**config.mk**
```make
export PLATFORM = sky130hd
export DESIGN_NAME = usb_isr_ctrl
export DESIGN_NICKNAME = d
export VERILOG_FILES = /design/src/rtl/usb_isr_pkg.sv /design/src/rtl/isr_flag_bank.sv /design/src/rtl/isr_ctrl_reg.sv /design/src/rtl/isr_ep_track.sv /design/src/rtl/usb_isr_ctrl.sv
export SDC_FILE = /design/constraint.sdc
export NUM_CORES = 1
export LEC_CHECK = 0
export ABC_CLOCK_PERIOD_IN_PS = 2800
export BUFFER_PORTS_ARGS = -buffer_cell sky130_fd_sc_hd__buf_2
export CAP_MARGIN = 5
export CELL_PAD_IN_SITES_DETAIL_PLACEMENT = 0
export CELL_PAD_IN_SITES_GLOBAL_PLACEMENT = 1
export CORE_MARGIN = 5
export CORE_UTILIZATION = 32
export CTS_CLUSTER_SIZE = 25
export DETAILED_ROUTE_END_ITERATION = 8
export PLACE_DENSITY = 0.91
export SETUP_SLACK_MARGIN = 0.02
export SLEW_MARGIN = 40
export SYNTH_ARGS = -nofsm -noshare
export SYNTH_HDL_FRONTEND = slang
export SYNTH_SLANG_ARGS = --single-unit
export TNS_END_PERCENT = 5
```
**constraint.sdc**
```tcl
create_clock -name clk -period 2.8 [get_ports clk]
set_clock_uncertainty 0.15 [all_clocks]
set_input_delay 0.7 -clock clk [delete_from_list [all_inputs] [get_ports clk]]
set_output_delay 0.7 -clock clk [all_outputs]
set_load 0.02 [all_outputs]
```
**src/rtl/usb_isr_pkg.sv**
```systemverilog
package usb_isr_pkg;
  localparam int REG_W   = 16;
  localparam int NUM_EVT = 8;
  localparam int EVT_LSB = REG_W - NUM_EVT;
  localparam int EP_W    = 4;

  typedef enum int {
    EVT_ESOF  = 0,
    EVT_SOF   = 1,
    EVT_BRST  = 2,
    EVT_SUSP  = 3,
    EVT_WAKE  = 4,
    EVT_ERR   = 5,
    EVT_OVR   = 6,
    EVT_XFER  = 7
  } evt_idx_e;

  localparam logic [REG_W-1:0] CTRL_RST_VAL = 16'h0003;
  localparam logic [REG_W-1:0] CTRL_WR_MASK = 16'hFF1F;
endpackage

```
**src/rtl/isr_flag_bank.sv**
```systemverilog
module isr_flag_bank #(
  parameter int N = 8
) (
  input  logic         clk,
  input  logic         rst,
  input  logic [N-1:0] set_pulse,
  input  logic         wr_en,
  input  logic [N-1:0] wr_keep,
  output logic [N-1:0] flag_next,
  output logic [N-1:0] flag_q
);
  for (genvar i = 0; i < N; i++) begin : g_flag
    always_comb begin
      if (set_pulse[i])  flag_next[i] = 1'b1;
      else if (wr_en)    flag_next[i] = flag_q[i] & wr_keep[i];
      else               flag_next[i] = flag_q[i];
    end
    always_ff @(posedge clk) begin
      if (rst) flag_q[i] <= 1'b0;
      else     flag_q[i] <= flag_next[i];
    end
  end
endmodule

```
**src/rtl/isr_ctrl_reg.sv**
```systemverilog
module isr_ctrl_reg #(
  parameter int              W       = 16,
  parameter logic [W-1:0]    RST_VAL = '0,
  parameter logic [W-1:0]    WR_MASK = '1
) (
  input  logic         clk,
  input  logic         rst,
  input  logic         wr_en,
  input  logic [W-1:0] wr_data,
  output logic [W-1:0] ctrl_next,
  output logic [W-1:0] ctrl_q
);
  always_comb begin
    ctrl_next = wr_en ? (wr_data & WR_MASK) : ctrl_q;
  end
  always_ff @(posedge clk) begin
    if (rst) ctrl_q <= RST_VAL;
    else     ctrl_q <= ctrl_next;
  end
endmodule

```
**src/rtl/isr_ep_track.sv**
```systemverilog
module isr_ep_track #(
  parameter int EPW = 4
) (
  input  logic           clk,
  input  logic           rst,
  input  logic           capture,
  input  logic [EPW-1:0] ep_in,
  input  logic           dir_in,
  output logic [EPW-1:0] ep_q,
  output logic           dir_q
);
  always_ff @(posedge clk) begin
    if (rst) begin
      ep_q  <= '0;
      dir_q <= 1'b0;
    end else if (capture) begin
      ep_q  <= ep_in;
      dir_q <= dir_in;
    end
  end
endmodule

```
**src/rtl/usb_isr_ctrl.sv**
```systemverilog
module usb_isr_ctrl
  import usb_isr_pkg::*;
(
  input  logic               clk,
  input  logic               rst,
  input  logic [NUM_EVT-1:0] evt_pulse,
  input  logic [EP_W-1:0]    xfer_ep,
  input  logic               xfer_in,
  input  logic               wr_status,
  input  logic               wr_ctrl,
  input  logic [REG_W-1:0]   wr_data,
  output logic [REG_W-1:0]   status,
  output logic [REG_W-1:0]   ctrl,
  output logic               irq
);
  localparam int GAP_W = EVT_LSB - EP_W - 1;

  logic [NUM_EVT-1:0] flg_next, flg_q;
  logic [REG_W-1:0]   ctl_next, ctl_q;
  logic [EP_W-1:0]    ep_q;
  logic               dir_q;
  logic               irq_q;

  isr_flag_bank #(.N(NUM_EVT)) u_flags (
    .clk(clk), .rst(rst),
    .set_pulse(evt_pulse),
    .wr_en(wr_status),
    .wr_keep(wr_data[REG_W-1:EVT_LSB]),
    .flag_next(flg_next),
    .flag_q(flg_q)
  );

  isr_ctrl_reg #(.W(REG_W), .RST_VAL(CTRL_RST_VAL), .WR_MASK(CTRL_WR_MASK)) u_ctrl (
    .clk(clk), .rst(rst),
    .wr_en(wr_ctrl),
    .wr_data(wr_data),
    .ctrl_next(ctl_next),
    .ctrl_q(ctl_q)
  );

  isr_ep_track #(.EPW(EP_W)) u_ep (
    .clk(clk), .rst(rst),
    .capture(evt_pulse[EVT_XFER]),
    .ep_in(xfer_ep),
    .dir_in(xfer_in),
    .ep_q(ep_q),
    .dir_q(dir_q)
  );

  always_ff @(posedge clk) begin
    if (rst) irq_q <= 1'b0;
    else     irq_q <= |(flg_next & ctl_next[REG_W-1:EVT_LSB]);
  end

  assign status = {flg_q, {GAP_W{1'b0}}, dir_q, ep_q};
  assign ctrl   = ctl_q;
  assign irq    = irq_q;
endmodule

```
==> run_results.csv <==
group,metric,value,unit
setup_path,rr_worst_depth,3,
yosys,synthMuxAreaShare,0.154,
setup_path,crit_arrival,1.89,ns
setup_path,r2r_end,"irq",
global_route,grt_max_degree,26,
clocking,clock-root-buffer,"clkbuf_8",
floorplan,row_count,22,
timing,rsz0062_at_grt,"false",
worst_hold_path,hold_end,"u_ctrl.ctrl_q[1]",
global_route,overflow,0,
worst_hold_path,hold_path_depth,2,
yosys,synth-simple-area-share,0.168,
drt,routed_wl,2810,µm
yosys,ys_seq_area_frac,0.463,
timing,fin_crit,1.88,ns
layout,layout_common_cells,"buf_2, dfxtp_1, nor2_1, mux2i_1, a21oi_1",
drt,wl_per_cell,12.2,µm
global_route,antenna_found_initial,0,
setup_path,rrSetupSlack,1.50,ns
timing,whs,0.331,ns
timing,drv_slew,0,
timing,post-route-period-util,0.671,
floorplan,io_pins,66,
worst_hold_path,hold_start,"u_ctrl.ctrl_q[1]",
clocking,clk_latency,0.27,ns
placed_design,placed_area,0.00145,mm²
setup_path,path_max_fanout,11,
drt,met3_length,247,µm
setup_path,cp-end-kind,"flip-flop",
layout,nets,216,
global_route,gr-usage-all-layers,0.115,
setup_path,r2r_start,"u_flags.flag_q[4]",
layout,drive_above_1_share,0.330,
power_and_ir_drop,p_total,806,µW
yosys,synth_top_family_by_area,"simple AND/OR/NAND/NOR gates",
timing,finalSetupViolations,0,
power_and_ir_drop,power_density,539,mW/mm²
layout,syn_to_final_growth,27.9,%
clocking,cts_sinks,27,
drt,drtPass1Iterations,3,
worst_hold_path,hp-class,"reg -> reg",
floorplan,die_h,70.4,µm
timing,max_clock_freq,532,MHz
layout,stdcell_count,230,
clocking,clk_pin_slew_worst_paths,0.09,ns
drt,routed-via-count,1038,
drt,via_per_inst,4.51,
floorplan,die_w,70.4,µm
floorplan,core,0.00361,mm²
drt,dr_wl_met2,1280,µm
drt,dr.max_layer_used,"met4",
yosys,ys_types,14,
yosys,netlist_area,0.00117,mm²
drt,wl_met1,1260,µm
run,drv_cap,0,
timing,hold_viol,0,
yosys,synth_seq_cells,27,
drt,initialDrtViolationCount,38,
layout,final_common_cell,"buf_2",
placed_design,dp_cells,226,
setup_path,crit_type,"in -> reg",
setup_path,cp-start-kind,"input port",
clocking,postCtsSetupBuffers,0,
placed_design,hpwl,2090,µm
drt,drc,0,
global_route,grt_pass1_wl,4550,µm
layout,diodes,0,
global_route,grt_pass1_vias,1026,
yosys,synth_area_per_cell,8.99,µm²
placed_design,place_congestion,0.782,
yosys,yosys_warnings,0,
layout,stdcell_area,0.00150,mm²
clocking,h-tree-depth,1,
floorplan,dieArea,0.00496,mm²
status,status,"complete, no violations",
floorplan,start_util,0.324,
clocking,cts_buffers,3,
clocking,cts_resized,0,
power_and_ir_drop,vdd_ir_drop_max,250,µV
placed_design,port_buffers,56,
yosys,synthXorXnorAreaFrac,0,
yosys,synth_compound_area_frac,0.133,
yosys,synth_fa_ha_area_frac,0,
clocking,cts_tree,"yes",
yosys,syn_inst,130,
setup_path,required,2.81,ns
power_and_ir_drop,leakage,0.756,nW
clocking,cts_max_path_buffers,2,
clocking,hold_buffers,0,
timing,setup_tns,0,ns
drt,antenna_left,0,
==> registers in the layout, indices dropped and copies added, names as in the netlist <==
signal          count
irq                 1
u_ctrl.ctrl_q      13
u_ep.dir_q          1
u_ep.ep_q           4
u_flags.flag_q      8
==> synthesized netlist by cell type <==
cell,number,share of area
dfxtp_1,27,0.46
nor2_1,24,0.077
mux2i_1,18,0.15
a21oi_1,15,0.064
nand2b_1,11,0.059
o22ai_1,11,0.059
buf_4,8,0.051
clkbuf_1,4,0.013
or2b_1,4,0.026
buf_2,2,0.0086
inv_1,2,0.0064
nand2_1,2,0.0064
conb_1,1,0.0032
o41a_1,1,0.0096
==> cell type report <==
cell class | count | area [µm²]
repair buffers | 57 | 288
fillers | 400 | 2110
flip-flops and latches | 27 | 541
clock buffers | 4 | 45.0
multi-input cells | 92 | 554
well taps | 48 | 60.1
inverters | 2 | 7.51
==> cells by family (layout without fill, tap and decap cells) <==
logic type,Yosys count,in the layout
AO/OA/AOI/OAI,27,27
buffers and inverters,16,63
flip-flops,27,27
multiplexers,18,18
other,1,6
AND/OR/NAND/NOR,41,41
==> through the flow <==
step                utilization  setup slack [ns]
finish                    0.415             0.921
global route              0.415             0.855
CTS                       0.415             0.931
detailed placement        0.402             0.633
global placement          0.402             0.659
floorplan                     -              1.02
==> per-layer routing <==
metal	vias up	global-route usage
li1	531	-
met5	-	0
met4	0	0.0383
met2	38	0.183
met3	4	0.0446
met1	465	0.140
==> worst max-delay path, stage by stage <==
cell     delay, ns
buf_2         0.27
inv_1         0.23
a21oi_1       0.18
o22ai_1       0.11
o41a_1        0.40
==> where the power goes <==
| group | total (mW) | internal [mW] | leakage [nW] | switching, mW |
|---|---|---|---|---|
| Sequential | 0.423 | 0.409 | 0.224 | 0.0138 |
| Combinational | 0.164 | 0.0662 | 0.509 | 0.0979 |
| Clock | 0.219 | 0.102 | 0.0228 | 0.117 |
| Total | 0.806 | 0.577 | 0.756 | 0.229 |
==> worst max-delay path by stage <==
stage	depth (start not counted)	from	slack, ns	end
detailed placement	5	wr_ctrl	0.63	irq
global placement	5	wr_ctrl	0.66	irq
finish	5	wr_ctrl	0.92	irq
CTS	5	wr_ctrl	0.93	irq
global route	5	wr_ctrl	0.86	irq
floorplan	4	wr_status	1.02	irq
No activity file was read; power rests on OpenSTA's default activity.
